==> src/rtl/shmem_arb_pkg.sv <==
package shmem_arb_pkg;
  // Strobes from arbitration control to the memory datapath
  typedef struct packed {
    logic [1:0] gnt;    // one-hot grant, bit i for master i
    logic       sel;    // selected master index
    logic       memWr;  // write the selected access this cycle
    logic       memRd;  // read the selected access this cycle
  } arbStrobe_t;
endpackage

==> src/rtl/shmem_arb_ctrl.sv <==
module shmem_arb_ctrl
  import shmem_arb_pkg::*;
#(
  parameter int SHARE_W = 4
) (
  input  logic               clk,
  input  logic               rstN,
  input  logic [1:0]         req,
  input  logic [1:0]         wr,
  input  logic [SHARE_W-1:0] share0,
  input  logic [SHARE_W-1:0] share1,
  output arbStrobe_t         strobe
);
  logic               ownerQ;    // master holding round-robin priority
  logic [SHARE_W-1:0] usedQ;     // contended wins taken by owner
  logic               recovQ;    // memory in write recovery cycle
  logic [1:0]         elig;
  logic               contend;
  logic               anyGnt;
  logic               win;
  logic [SHARE_W-1:0] shareOwn;
  logic [SHARE_W:0]   limit;
  logic [SHARE_W:0]   usedNext;

  // A write that meets the recovery cycle is held, not counted as a contender
  assign elig    = req & ~(wr & {2{recovQ}});
  assign contend = &elig;
  assign anyGnt  = |elig;
  assign win     = contend ? ownerQ : elig[1];

  assign shareOwn = ownerQ ? share1 : share0;
  assign limit    = (shareOwn == '0) ? {{SHARE_W{1'b0}}, 1'b1} : {1'b0, shareOwn};
  assign usedNext = {1'b0, usedQ} + {{SHARE_W{1'b0}}, 1'b1};

  always_comb begin
    strobe.gnt   = 2'b00;
    strobe.sel   = win;
    strobe.memWr = 1'b0;
    strobe.memRd = 1'b0;
    if (anyGnt) begin
      strobe.gnt[win] = 1'b1;
      strobe.memWr    = wr[win];
      strobe.memRd    = ~wr[win];
    end
  end

  always_ff @(posedge clk or negedge rstN) begin
    if (!rstN) begin
      ownerQ <= 1'b0;
      usedQ  <= '0;
      recovQ <= 1'b0;
    end else begin
      recovQ <= anyGnt & wr[win];
      if (contend) begin
        if (usedNext >= limit) begin
          ownerQ <= ~ownerQ;
          usedQ  <= '0;
        end else begin
          usedQ <= usedNext[SHARE_W-1:0];
        end
      end else if (!req[ownerQ] && req[~ownerQ]) begin
        ownerQ <= ~ownerQ;
        usedQ  <= '0;
      end
    end
  end
endmodule

==> src/rtl/shmem_arb_dpath.sv <==
module shmem_arb_dpath
  import shmem_arb_pkg::*;
#(
  parameter int ADDR_W = 4,
  parameter int DATA_W = 16
) (
  input  logic              clk,
  input  logic              rstN,
  input  arbStrobe_t        strobe,
  input  logic [ADDR_W-1:0] addr0,
  input  logic [ADDR_W-1:0] addr1,
  input  logic [DATA_W-1:0] wdata0,
  input  logic [DATA_W-1:0] wdata1,
  output logic [1:0]        rvalid,
  output logic [DATA_W-1:0] rdata
);
  localparam int DEPTH = 1 << ADDR_W;

  logic [DATA_W-1:0] memArr [DEPTH];
  logic [ADDR_W-1:0] selAddr;
  logic [DATA_W-1:0] selData;
  logic [DATA_W-1:0] rdataQ;
  logic [1:0]        rvalidQ;

  assign selAddr = strobe.sel ? addr1 : addr0;
  assign selData = strobe.sel ? wdata1 : wdata0;

  always_ff @(posedge clk) begin
    if (strobe.memWr) memArr[selAddr] <= selData;
  end

  always_ff @(posedge clk or negedge rstN) begin
    if (!rstN) begin
      rdataQ  <= '0;
      rvalidQ <= 2'b00;
    end else begin
      rvalidQ <= strobe.memRd ? strobe.gnt : 2'b00;
      if (strobe.memRd) rdataQ <= memArr[selAddr];
    end
  end

  assign rvalid = rvalidQ;
  assign rdata  = rdataQ;
endmodule

==> src/rtl/shmem_share_arb.sv <==
module shmem_share_arb
  import shmem_arb_pkg::*;
#(
  parameter int ADDR_W  = 4,
  parameter int DATA_W  = 16,
  parameter int SHARE_W = 4
) (
  input  logic               clk,
  input  logic               rstN,
  input  logic [SHARE_W-1:0] cfgShare0,
  input  logic [SHARE_W-1:0] cfgShare1,
  input  logic               req0,
  input  logic               wr0,
  input  logic [ADDR_W-1:0]  addr0,
  input  logic [DATA_W-1:0]  wdata0,
  output logic               gnt0,
  output logic               rvalid0,
  output logic [DATA_W-1:0]  rdata0,
  input  logic               req1,
  input  logic               wr1,
  input  logic [ADDR_W-1:0]  addr1,
  input  logic [DATA_W-1:0]  wdata1,
  output logic               gnt1,
  output logic               rvalid1,
  output logic [DATA_W-1:0]  rdata1
);
  arbStrobe_t        strobe;
  logic [1:0]        rvalid;
  logic [DATA_W-1:0] rdata;

  shmem_arb_ctrl #(.SHARE_W(SHARE_W)) ctrl_i (
    .clk(clk), .rstN(rstN),
    .req({req1, req0}), .wr({wr1, wr0}),
    .share0(cfgShare0), .share1(cfgShare1),
    .strobe(strobe)
  );

  shmem_arb_dpath #(.ADDR_W(ADDR_W), .DATA_W(DATA_W)) dpath_i (
    .clk(clk), .rstN(rstN), .strobe(strobe),
    .addr0(addr0), .addr1(addr1), .wdata0(wdata0), .wdata1(wdata1),
    .rvalid(rvalid), .rdata(rdata)
  );

  assign gnt0    = strobe.gnt[0];
  assign gnt1    = strobe.gnt[1];
  assign rvalid0 = rvalid[0];
  assign rvalid1 = rvalid[1];
  assign rdata0  = rdata;
  assign rdata1  = rdata;
endmodule

==> config.mk <==
export PLATFORM = sky130hd
export DESIGN_NAME = shmem_share_arb
export DESIGN_NICKNAME = d
export VERILOG_FILES = /design/src/rtl/shmem_arb_pkg.sv /design/src/rtl/shmem_arb_ctrl.sv /design/src/rtl/shmem_arb_dpath.sv /design/src/rtl/shmem_share_arb.sv
export SDC_FILE = /design/constraint.sdc
export NUM_CORES = 1
export LEC_CHECK = 0
export ABC_AREA = 0
export BUFFER_PORTS_ARGS = -buffer_cell sky130_fd_sc_hd__buf_4
export CAP_MARGIN = 20
export CORE_AREA = 2 2 168 137
export CTS_BUF_LIST = sky130_fd_sc_hd__clkbuf_4 sky130_fd_sc_hd__clkbuf_8 sky130_fd_sc_hd__clkbuf_16
export CTS_CLUSTER_DIAMETER = 60
export CTS_CLUSTER_SIZE = 20
export DETAILED_ROUTE_END_ITERATION = 8
export DIE_AREA = 0 0 170 139
export MAX_ROUTING_LAYER = met4
export PLACE_DENSITY = 0.79
export SLEW_MARGIN = 15
export SYNTH_ARGS = -nofsm -noshare
export SYNTH_HDL_FRONTEND = slang
export SYNTH_SLANG_ARGS = --single-unit
==> constraint.sdc <==
create_clock -name clk -period 7 [get_ports clk]
set_input_delay 0.35 -clock clk [delete_from_list [all_inputs] [get_ports clk]]
set_output_delay 0.35 -clock clk [all_outputs]
set_load 0.01 [all_outputs]
## Yosys cells after proc, flatten, opt, wreduce, memory -nomap -nowiden

Memory sizes are Yosys's and may differ from the RTL's. A register that Yosys moved wholly into a read port is not among the register bits.
Cells that the tools add are included.

| storage, ports and cells | value |
|---|---|
| register bits after elaboration | 8 |
| bits in latches | 0 |
| RAM bits | 256 |
| bits in read-only memories | 0 |
| input bits | 54 |
| output and inout bits | 36 |
| word-level logic and storage cells | 51 |
| memories kept | 1 |

| cells by class | value |
|---|---|
| $add $sub $neg | 1 |
| $mul | 0 |
| div/mod/pow operators | 0 |
| $lt $le $gt $ge | 5 |
| equal/unequal tests | 1 |
| shift operators | 0 |
| muxes and demuxes | 24 |
| bitwise gates (word level) | 6 |
| reduce and logical (&&, ||, !) cells | 9 |

Memories:

| memory | depth | bits a word | read ports | clocked after memory_dff | wr ports | RTL line | source |
|---|---|---|---|---|---|---|---|
| dpath_i.memArr | 16 | 16 | 1 | 1 | 1 | shmem_arb_dpath.sv:19 | `logic [DATA_W-1:0] memArr [DEPTH];` |

Operators with widths:

| kind | number |
|---|---|
| $mux W4 | 6 |
| $mux W16 | 1 |
| $mux W1 | 13 |
| $lt A1 B2 Y1 const B | 3 |
| $mux W2 | 3 |
| $add A4 B1 Y5 const B | 1 |
| $ge A5 B5 Y1 | 1 |
| $and A2 B2 Y2 | 2 |
| $logic_not A4 Y1 | 1 |
| $reduce_and A2 Y1 | 2 |
| $logic_and A1 B1 Y1 | 2 |
| $logic_not A1 Y1 | 2 |
| $ne A2 B2 Y1 const B | 1 |
| $not A1 Y1 | 2 |
| $not A2 Y2 | 1 |
| $reduce_bool A2 Y1 | 1 |
| $reduce_or A2 Y1 | 1 |
| $and A1 B1 Y1 | 1 |
| $demux W1 S1 | 1 |
| $ge A1 B1 Y1 const B | 1 |

## Longest topological paths before layout

Gate-level depths: netlist of the first run.

| depth | value |
|---|---|
| word-level depth | 11 |
| gate-level depth with buffers | 11 |
| gate-level depth less buffers | 10 |

## Hierarchy

Synthesis of the first run repeated with hierarchy kept, for this count alone.

| second synthesis, totals | value |
|---|---|
| cells, all modules | 770 |
| area total of the unflattened synthesis | 11433.5 um2 |

Modules (own cells, without submodules):

| module | times used | cells an instance | area an instance (um2) | seq. area each (um2) |
|---|---|---|---|---|
| shmem_arb_dpath | 1 | 692 | 10741.6 | 8137.8 |
| shmem_arb_ctrl | 1 | 62 | 571.8 | 150.1 |
| shmem_share_arb | 1 | 16 | 120.1 | 0.0 |

## Least setup slack after synthesis of the first run

No wires, ideal clock.

| timing | value |
|---|---|
| path type | register to register |
| from | register ctrl_i.recovQ |
| to | memory dpath_i.memArr[0][0] (enable) |
| setup time | 388 ps |
| arrival | 2334 ps |
| required time | 6612 ps |
| setup slack | 4277 ps |
| stages on the path, launching flop included | 8 |
| path through | dfrtp_1 nand2_2 a221oi_4 buf_6 buf_4 a31oi_1 clkbuf_1 nor2_1 |

| on the way | value |
|---|---|
| cells in the longest elaborated chain, start to end | 10 |

RTL lines:

| element | RTL line | source |
|---|---|---|
| from (decl) | shmem_arb_ctrl.sv:16 | `logic recovQ;` |
| from (signal assigned) | shmem_arb_ctrl.sv:53 | `recovQ <= anyGnt & wr[win];` |
| $and A2 B2 Y2 * | shmem_arb_ctrl.sv:26 | `assign elig = req & ~(wr & {2{recovQ}});` |
| $not A2 Y2 * | shmem_arb_ctrl.sv:26 |  |
| $and A2 B2 Y2 * | shmem_arb_ctrl.sv:26 |  |
| $reduce_and A2 Y1 | shmem_arb_ctrl.sv:27 | `assign contend = &elig;` |
| $mux W1 | shmem_arb_ctrl.sv:29 | `assign win = contend ? ownerQ : elig[1];` |
| $mux W1 (implied by the code) (2 in series) | shmem_arb_ctrl.sv:42 | `strobe.memWr = wr[win];` |
| $mux W2 | shmem_arb_ctrl.sv:40 | `if (anyGnt) begin` |
| $mux W1 | shmem_arb_dpath.sv:29 | `if (strobe.memWr) memArr[selAddr] <= selData;` |
| $mux W1 (implied by the code) | shmem_arb_dpath.sv:29 |  |
| to (decl) | shmem_arb_dpath.sv:19 |  |

Every way passes the cells marked *; elsewhere a longest branch is shown, timed or not. The select of a mux whose other input is x is not followed.

## Worst setup path after layout of the first run

| timing | value |
|---|---|
| from | register ctrl_i.ownerQ |
| to | output gnt1 |

| on the way | value |
|---|---|
| cells in the longest elaborated chain, start to end | 6 |

RTL lines:

| element | RTL line | source |
|---|---|---|
| from (decl) | shmem_arb_ctrl.sv:14 | `logic ownerQ;` |
| from (signal assigned) | shmem_arb_ctrl.sv:56 | `ownerQ <= ~ownerQ;` |
| from (signal assigned) | shmem_arb_ctrl.sv:62 | `ownerQ <= ~ownerQ;` |
| $mux W1 * | shmem_arb_ctrl.sv:29 |  |
| $lt A1 B2 Y1 (implied by the code) or $ge A1 B1 Y1 (tied branches) | shmem_arb_ctrl.sv:41 | `strobe.gnt[win] = 1'b1;` |
| $logic_and A1 B1 Y1 (implied by the code) | shmem_arb_ctrl.sv:41 |  |
| $mux W1 (implied by the code) | shmem_arb_ctrl.sv:41 |  |
| $demux W1 S1 * | n/a |  |
| $mux W2 * | shmem_arb_ctrl.sv:40 |  |
| to (decl) | shmem_share_arb.sv:23 | `output logic gnt1,` |

Every way passes the cells marked *; elsewhere a longest branch is shown, timed or not.

==> results.yml, run 1 <==
synth:
  synth_top_area_share_pct: 59.0
  synth_nets: 1097
  synth_top_family_by_area: "simple AND/OR/NAND/NOR gates"
  syn-instance-count: 1038
  synth.distinct_cells: 43
  synth_fa_ha_area_share_pct: 0.480
  netlist_top_cells_count: "nand2_1, edfxtp_1, mux2i_1"
  synth_xor_area_share_pct: 0.201
  syn_area_per_cell_um2: 12.6
  synth-compound-area-share_pct: 8.12
  ys.flop_type: "edfxtp_1"
  synth.area.mux_share_pct: 11.9
  seq_area_frac_synth_pct: 63.6
  syn_area_um2: 13000
  yosys_warnings: 0
  synthSimpleGateAreaFrac_pct: 12.0
  yosys.area.top_type: "edfxtp_1"
  ys_ff_latch: 280
  synth-async-reset-ratio_pct: 8.57
  synth_edf_count: 256
  synthTopCellsByArea: "edfxtp_1, mux2i_1, nand2_1"
  synth_most_common_cell: "nand2_1"
placement:
  io_buffers: 89
  gp_congestion: 0.866
  post-place-ws_ns: 2.74
  dp_hpwl_um: 20200
routing:
  dr.pass1.iters: 6
  drc: 0
  routed_wl_um: 32900
  vias: 8885
  ant_nets: 0
  initialDrtViolationCount: 1215
  viasPerCell: 6.42
  wl_per_cell_um: 23.8
die:
  row_count: 49
  start_util_pct: 59.1
  fp.coreArea_um2: 22100
  die_h_um: 139
  dieArea_um2: 23600
  io_pins: 90
  die_x_um: 170
setup_path:
  path_cells: "nor2b_1, a221oi_4, buf_4, buf_4, buf_4"
  worstPathRequired_ns: 6.65
  crit_type: "flip-flop to output port"
  cp-end-kind: "output port"
  slowest_delay_ns: 0.88
  critical_path_arrival_ns: 4.07
  crit_fanout: 62
  slowest_stage: "buf_4"
  crit_buf_inv: 3
  cp_top_family: "buffers and inverters"
  path_common_cell: "buf_4"
  start_kind: "flip-flop"
finish:
  drive_above_1_share_pct: 17.1
  diodes: 0
  nFillCells: 1549
  syn2layout_area_growth_pct: 11.2
  final_nets: 1149
timing:
  finalMaxSlewViolations: 0
  finalHoldViolCount: 0
  finalCriticalPeriod_ns: 4.42
  finalCritPeriodShare_pct: 63.1
  setup_slack_ns: 2.58
  timing.fmax_mhz: 226
  rsz0062_at_grt: "false"
  relSlewSlack_pct: 33.7
  setup_viol_count_final: 0
  tightest_slew_ns: 0.995
  finClkSkew_ns: 0.0148
  finalSetupTns_ns: 0
clocking:
  cts.sinks: 280
  clock_path_buffers: 3
  cts.repair.resized: 0
  h-tree-depth: 1
  cts_setup_buffers: 0
  ctsHoldBuffers: 1
  clk_latency_ns: 0.52
  cts_tree: "yes"
  clkTransAtPathRegs_ns: 0.08
  cts_buffers: 19
  cts_root_buffer: "clkbuf_16"
global_route:
  grtUsageTotal_pct: 28.8
  antenna_found_initial: 0
  grt_pass1_wl_um: 49800
  grt_pass1_vias: 8405
  grt_max_degree: 63
  grt_overflow: 0
run_status:
  status: "complete, no violations"
run:
  drv_cap: 0
pwr:
  powerDensity_nw_per_um2: 281
  ir_drop_mv: 0.213
  leakagePower_nw: 5.07
min_path:
  hold_class: "input port to flip-flop"
-- worst paths after layout --
path	start	endpoint	slack (ns)	cells past startpoint
setup / recovery	ctrl_i.ownerQ	gnt1	2.58	5
hold / removal	wr0	dpath_i.rvalid[0]	0.05	2
setup reg to reg	ctrl_i.ownerQ	dpath_i.rdata[4]	2.65	8
hold reg to reg	ctrl_i.usedQ[1]	ctrl_i.usedQ[1]	0.56	1
max in group asynchronous	rstN	dpath_i.rdata[8]	6.39	2
min in group asynchronous	rstN	dpath_i.rdata[10]	0.31	2
-- layer usage --
metal	routed length (um)	vias up	global-route usage [%]	share of wire [%]
li1	-	3931	-	-
met1	12600	4308	38.9	38
met2	16000	566	46.8	49
met3	3350	80	3.62	10
met4	936	0	7.74	2.8
met5	0	-	-	0
-- through the flow --
stage	total power, mW	cell area [um2]	cells	util, %	hold WS [ns]
4_1_cts	4.07	14500	1382	65.6	0.0372
5_1_grt	4.20	14500	1383	65.7	0.0448
2_1_floorplan	2.65	13000	1038	-	0.0544
3_3_place_gp	2.93	13800	1344	62.5	0.305
3_5_place_dp	2.95	13800	1347	62.7	0.310
6_report	4.07	14500	1383	65.7	0.0460
-- worst reg2reg max path, cell delays in order (launching register included) --
cell and delay (ns):
dfrtp_1 0.62, nor2b_1 0.18, a221oi_4 0.80, buf_4 0.73
buf_4 0.94, mux2i_1 0.24, nor4_1 0.34, o22a_1 0.24
a41oi_1 0.13
-- logic make-up after synthesis --
group           count (synthesis)
compound gates                126
xor+xnor                        3
fa+ha+maj                       5
buf+inv                        90
flops                         280
mux                           152
simple gates                  382
-- area by class of cell --
type                            count  area, um2  share of cell area (%)
Sequential cell                   280       8290                    57.2
Multi-Input combinational cell    668       4320                    29.8
Timing Repair Buffer              117        903                    6.23
Clock buffer                       27        542                    3.74
Tap cell                          280        350                    2.42
Clock inverter                      7       81.3                   0.561
Inverter                            4       15.0                   0.104
-- flip-flops by register name (all words and copies together) (netlist names) --
signal	cells
ctrl_i.ownerQ	1
dpath_i.rvalid	2
ctrl_i.usedQ	4
dpath_i.memArr	256
dpath_i.rdata	16
ctrl_i.recovQ	1
-- cells in the final DEF, fill, tap and decap left out, types with 9 or more instances in the layout --
cell type	synthesis	layout
nand2_1	295	295
edfxtp_1	256	256
mux2i_1	132	132
buf_4	24	112
nor4_1	32	32
a21o_1	29	29
nor2_1	35	26
a222oi_1	26	26
dfrtp_1	24	24
mux2_2	20	20
clkbuf_16	0	19
o22a_1	15	15
a41oi_1	15	15
a22o_1	12	12
nor2_2	0	9
-- where the power goes --
part	total, mW	internal (mW)	switching, mW
Sequential	2.04	1.95	0.0825
Clock	1.15	0.592	0.555
Combinational	0.892	0.366	0.526
Total	4.07	2.91	1.16
Note: power is estimated with default switching activity, not from simulation.
==> inputs of run 2 (changes only) <==
==> constraint.sdc (replaced) <==
create_clock -name clk -period 4.5 [get_ports clk]
set_input_delay 0.225 -clock clk [delete_from_list [all_inputs] [get_ports clk]]
set_output_delay 0.225 -clock clk [all_outputs]
set_load 0.01 [all_outputs]
==> results.yml, run 2 (synthesis gave the netlist of run 1 again) <==
global_route:
  grtUsageTotal_pct: 29.4
  antenna_found_initial: 0
  grt_overflow: 0
  grt_max_degree: 71
  grt_pass1_wl_um: 50600
  grt_pass1_vias: 8470
timing:
  finalHoldViolCount: 0
  timing.fmax_mhz: 283
  finalSetupTns_ns: 0
  relSlewSlack_pct: 26.6
  finalCritPeriodShare_pct: 78.5
  finalCriticalPeriod_ns: 3.53
  tightest_slew_ns: 1.10
  setup_viol_count_final: 0
  rsz0062_at_grt: "false"
  finalMaxSlewViolations: 0
  finClkSkew_ns: 0.0130
  holdWs_ns: 0.117
die:
  start_util_pct: 59.1
  die_x_um: 170
  fp.coreArea_um2: 22100
  die_h_um: 139
  row_count: 49
  io_pins: 90
  dieArea_um2: 23600
clocking:
  clk_latency_ns: 0.51
  cts_setup_buffers: 0
  clock_path_buffers: 3
  cts_buffers: 18
  cts_root_buffer: "clkbuf_16"
  cts_tree: "yes"
  cts.sinks: 280
  h-tree-depth: 1
  clkTransAtPathRegs_ns: 0.08
finish:
  largest_register_ffs: 256
  most-common-layout-cells: "nand2_1, edfxtp_1, mux2i_1"
  layout_commonest_cell: "nand2_1"
  regMostFlops: "dpath_i.memArr"
  drive_above_1_share_pct: 17.5
  final_area_um2: 14600
  final_nets: 1160
  diodes: 0
  syn2layout_area_growth_pct: 11.6
  final_cells: 1393
run_status:
  status: "complete, no violations"
setup_path:
  slowest_stage: "a221oi_4"
  cp_top_family: "compound AO/OA/AOI/OAI gates"
  critical_path_arrival_ns: 3.91
  crit_buf_inv: 2
  rrSetupSlack_ns: 0.97
  path_cells: "nor2b_1, a221oi_4, buf_4, mux2_2, buf_4, a222oi_1, a21oi_1, o41a_1"
  crit_type: "flip-flop to flip-flop"
  slowest_delay_ns: 0.71
  path_common_cell: "buf_4"
  cp-end-kind: "flip-flop"
  worstReg2RegStart: "ctrl_i.ownerQ"
  cp-startpoint: "ctrl_i.ownerQ"
  worstPathRequired_ns: 4.88
  start_kind: "flip-flop"
  crit_fanout: 32
routing:
  vias: 9004
  wl_per_cell_um: 24.1
  viasPerCell: 6.46
  routed_wl_um: 33500
  initialDrtViolationCount: 1241
  dr.pass1.iters: 9
  ant_nets: 0
  drc: 0
pwr:
  leakagePower_nw: 5.12
  ir_drop_mv: 0.467
  powerDensity_nw_per_um2: 433
run:
  drv_cap: 0
placement:
  place_inst: 1357
  io_buffers: 89
  dp_hpwl_um: 21300
  gp_congestion: 0.859
  placed_area_um2: 13900
min_path:
  hold_start: "req1"
  hold_class: "input port to flip-flop"
run 2: layer usage:
layer | track usage (%) | up-vias | share of wire, % | wire length, um
li1 | - | 3943 | - | -
met1 | 41.1 | 4373 | 38 | 12700
met2 | 45.4 | 612 | 48 | 16100
met3 | 4.22 | 76 | 11 | 3600
met4 | 9.22 | 0 | 3.1 | 1030
met5 | - | - | 0 | 0
run 2: worst paths after layout:
path                                      to  depth (start not counted)
hold reg to reg              ctrl_i.usedQ[1]                          1
hold / removal             dpath_i.rvalid[0]                          3
setup reg to reg            dpath_i.rdata[1]                          8
setup / recovery            dpath_i.rdata[1]                          8
max in group asynchronous   dpath_i.rdata[1]                          2
min in group asynchronous   dpath_i.rdata[0]                          2
run 2: per-stage QoR:
step	power (mW)	utilization, %	setup slack [ns]
after floorplan	4.12	-	1.78
after global placement	4.58	63.1	1.07
after detailed placement	4.61	63.1	1.03
after CTS	6.29	65.9	1.02
after global routing	6.50	66.0	0.783
final	6.30	66.0	0.968
run 2: tightest hold or removal path, cell delays in order:
cell and delay (ns):
buf_4 0.12, a31oi_1 0.11, nor2b_1 0.13
run 2: area by class of cell:
cell class | count | area, um2
Clock buffer | 29 | 557
Clock inverter | 3 | 23.8
Fill cell | 1537 | 7510
Inverter | 4 | 15.0
Multi-Input combinational cell | 668 | 4300
Sequential cell | 280 | 8290
Tap cell | 280 | 350
Timing Repair Buffer | 129 | 1020
run 2: power breakdown:
part,leakage [nW],switching [mW],internal (mW)
Sequential,2.60,0.134,3.04
Clock,0.293,0.849,0.865
Combinational,2.23,0.822,0.587
run 2: timing repair:
action | CTS | global route
hold endpoints to repair | 26 | 0
hold buffers | 3 | 0
gates resized for setup | 0 | 0
==> inputs of run 3 (changes only) <==
==> constraint.sdc (replaced) <==
create_clock -name clk -period 3.6 [get_ports clk]
set_input_delay 0.18 -clock clk [delete_from_list [all_inputs] [get_ports clk]]
set_output_delay 0.18 -clock clk [all_outputs]
set_load 0.01 [all_outputs]
==> results.yml, run 3 (synthesis gave the netlist of run 1 again) <==
finish:
  nFillCells: 1532
  drive_above_1_share_pct: 18.3
  diodes: 0
  final_cells: 1402
  syn2layout_area_growth_pct: 12.3
  most-common-layout-cells: "nand2_1, edfxtp_1, mux2i_1, buf_4, nor4_1"
  regMostFlops: "dpath_i.memArr"
  largest_register_ffs: 256
  final_util_pct: 66.3
  layout_commonest_cell: "nand2_1"
  final_nets: 1169
setup_path:
  rr_worst_depth: 9
  cp-end-kind: "flip-flop"
  path_common_cell: "buf_4"
  slowest_stage: "dfrtp_1"
  worstReg2RegStart: "ctrl_i.ownerQ"
  crit_type: "flip-flop to flip-flop"
  regToRegEndpoint: "dpath_i.rdata[8]"
  start_kind: "flip-flop"
  rrSetupSlack_ns: 0.51
  critical_path_arrival_ns: 3.44
  crit_fanout: 30
  path_cells: "nor2b_1, a221oi_4, buf_12, buf_4, buf_4, mux2i_1, nor4_1, o22a_1, a41oi_1"
  worstPathRequired_ns: 3.95
  slowest_delay_ns: 0.61
timing:
  timing.fmax_mhz: 323
  finalSetupTns_ns: 0
  holdWs_ns: 0.0776
  finalCritPeriodShare_pct: 85.9
  tightest_slew_ns: 1.01
  finalMaxSlewViolations: 0
  setup_viol_count_final: 0
  rsz0062_at_grt: "false"
  relSlewSlack_pct: 32.8
  finalCriticalPeriod_ns: 3.09
  finClkSkew_ns: 0.0215
  finalHoldViolCount: 0
global_route:
  grt_pass1_wl_um: 49800
  grtUsageTotal_pct: 28.6
  grt_overflow: 0
  grt_pass1_vias: 8606
  grt_max_degree: 46
  antenna_found_initial: 0
routing:
  ant_nets: 0
  viasPerCell: 6.39
  initialDrtViolationCount: 1040
  dr.pass1.iters: 8
  wl_per_cell_um: 23.3
  vias: 8963
  drc: 0
  routed_wl_um: 32600
min_path:
  min_to: "dpath_i.rvalid[0]"
  hold_depth: 4
  hold_start: "req0"
  hold_class: "input port to flip-flop"
placement:
  gp_congestion: 0.861
  io_buffers: 89
  dp_hpwl_um: 20600
  place_inst: 1367
clocking:
  cts_buffers: 18
  h-tree-depth: 1
  clk_latency_ns: 0.52
  cts_tree: "yes"
  cts_root_buffer: "clkbuf_16"
  cts.sinks: 280
  cts.repair.resized: 0
  clock_path_buffers: 3
  clkTransAtPathRegs_ns: 0.08
die:
  die_x_um: 170
  io_pins: 90
  fp.coreArea_um2: 22100
  die_h_um: 139
  start_util_pct: 59.1
  dieArea_um2: 23600
  row_count: 49
pwr:
  total_power_mw: 7.90
  powerDensity_nw_per_um2: 539
  ir_drop_mv: 0.430
  leakagePower_nw: 5.17
run_status:
  status: "complete, no violations"
run:
  drv_cap: 0
==> run 3: changes by cell type in the layout (fill, tap and decap cells not counted) <==
cell,change
bufinv_16,+1
clkinv_2,-1
buf_8,-1
buf_4,+10
clkinv_8,+2
o21a_1,-1
clkinvlp_4,-1
clkbuf_16,-1
clkbuf_4,+1
o21a_2,+1
inv_8,-1
==> run 3: stage by stage <==
step                      setup slack (ns)  instance area [um2]
after floorplan                      0.877                13000
after global placement               0.676                14000
after detailed placement             0.534                14000
after CTS                            0.524                14600
after global routing                 0.285                14600
final                                0.506                14600
==> run 3: worst max path at each step <==
stage,start,endpoint,slack [ns],cells past startpoint
floorplan,ctrl_i.recovQ,dpath_i.memArr[0][0],0.88,7
finish,ctrl_i.ownerQ,dpath_i.rdata[8],0.51,9
global route,ctrl_i.ownerQ,dpath_i.rdata[8],0.29,9
detailed placement,ctrl_i.ownerQ,dpath_i.rdata[8],0.53,9
global placement,ctrl_i.ownerQ,dpath_i.rdata[8],0.68,9
CTS,ctrl_i.ownerQ,dpath_i.rdata[8],0.52,9
==> run 3: final cells by class <==
cell class	count	area (um2)	share of cell area [%]
Clock inverter	3	62.6	0.427
Inverter	4	15.0	0.103
Sequential cell	280	8290	56.6
Timing Repair Buffer	138	1080	7.38
Clock buffer	29	539	3.68
Tap cell	280	350	2.39
Multi-Input combinational cell	668	4300	29.4
==> run 3: what timing repair did <==
action	4_1_cts	5_1_grt
hold endpoints to repair	26	0
setup buffers	0	0
hold buffers	3	0
==> run 3: routing by layer <==
layer	global-route usage, %	part of all wire (%)
met5	-	0
met4	7.29	2.5
met3	3.40	8.9
met2	47.3	50
met1	38.2	39
==> run 3: power by group <==
part           internal [mW]  leakage [nW]  switching [mW]
sequential              3.80          2.60           0.168
clock                   1.13         0.303            1.05
combinational          0.749          2.27            1.00
==> run 3: critical path: cells and delay by family (launching register included) <==
family                 cells  cell delay (ns)
and+or+nand+nor            2             0.47
AOI/OAI and AO/OA          3             0.75
buffers and inverters      3             1.00
muxes                      1             0.09
DFF                        1             0.61
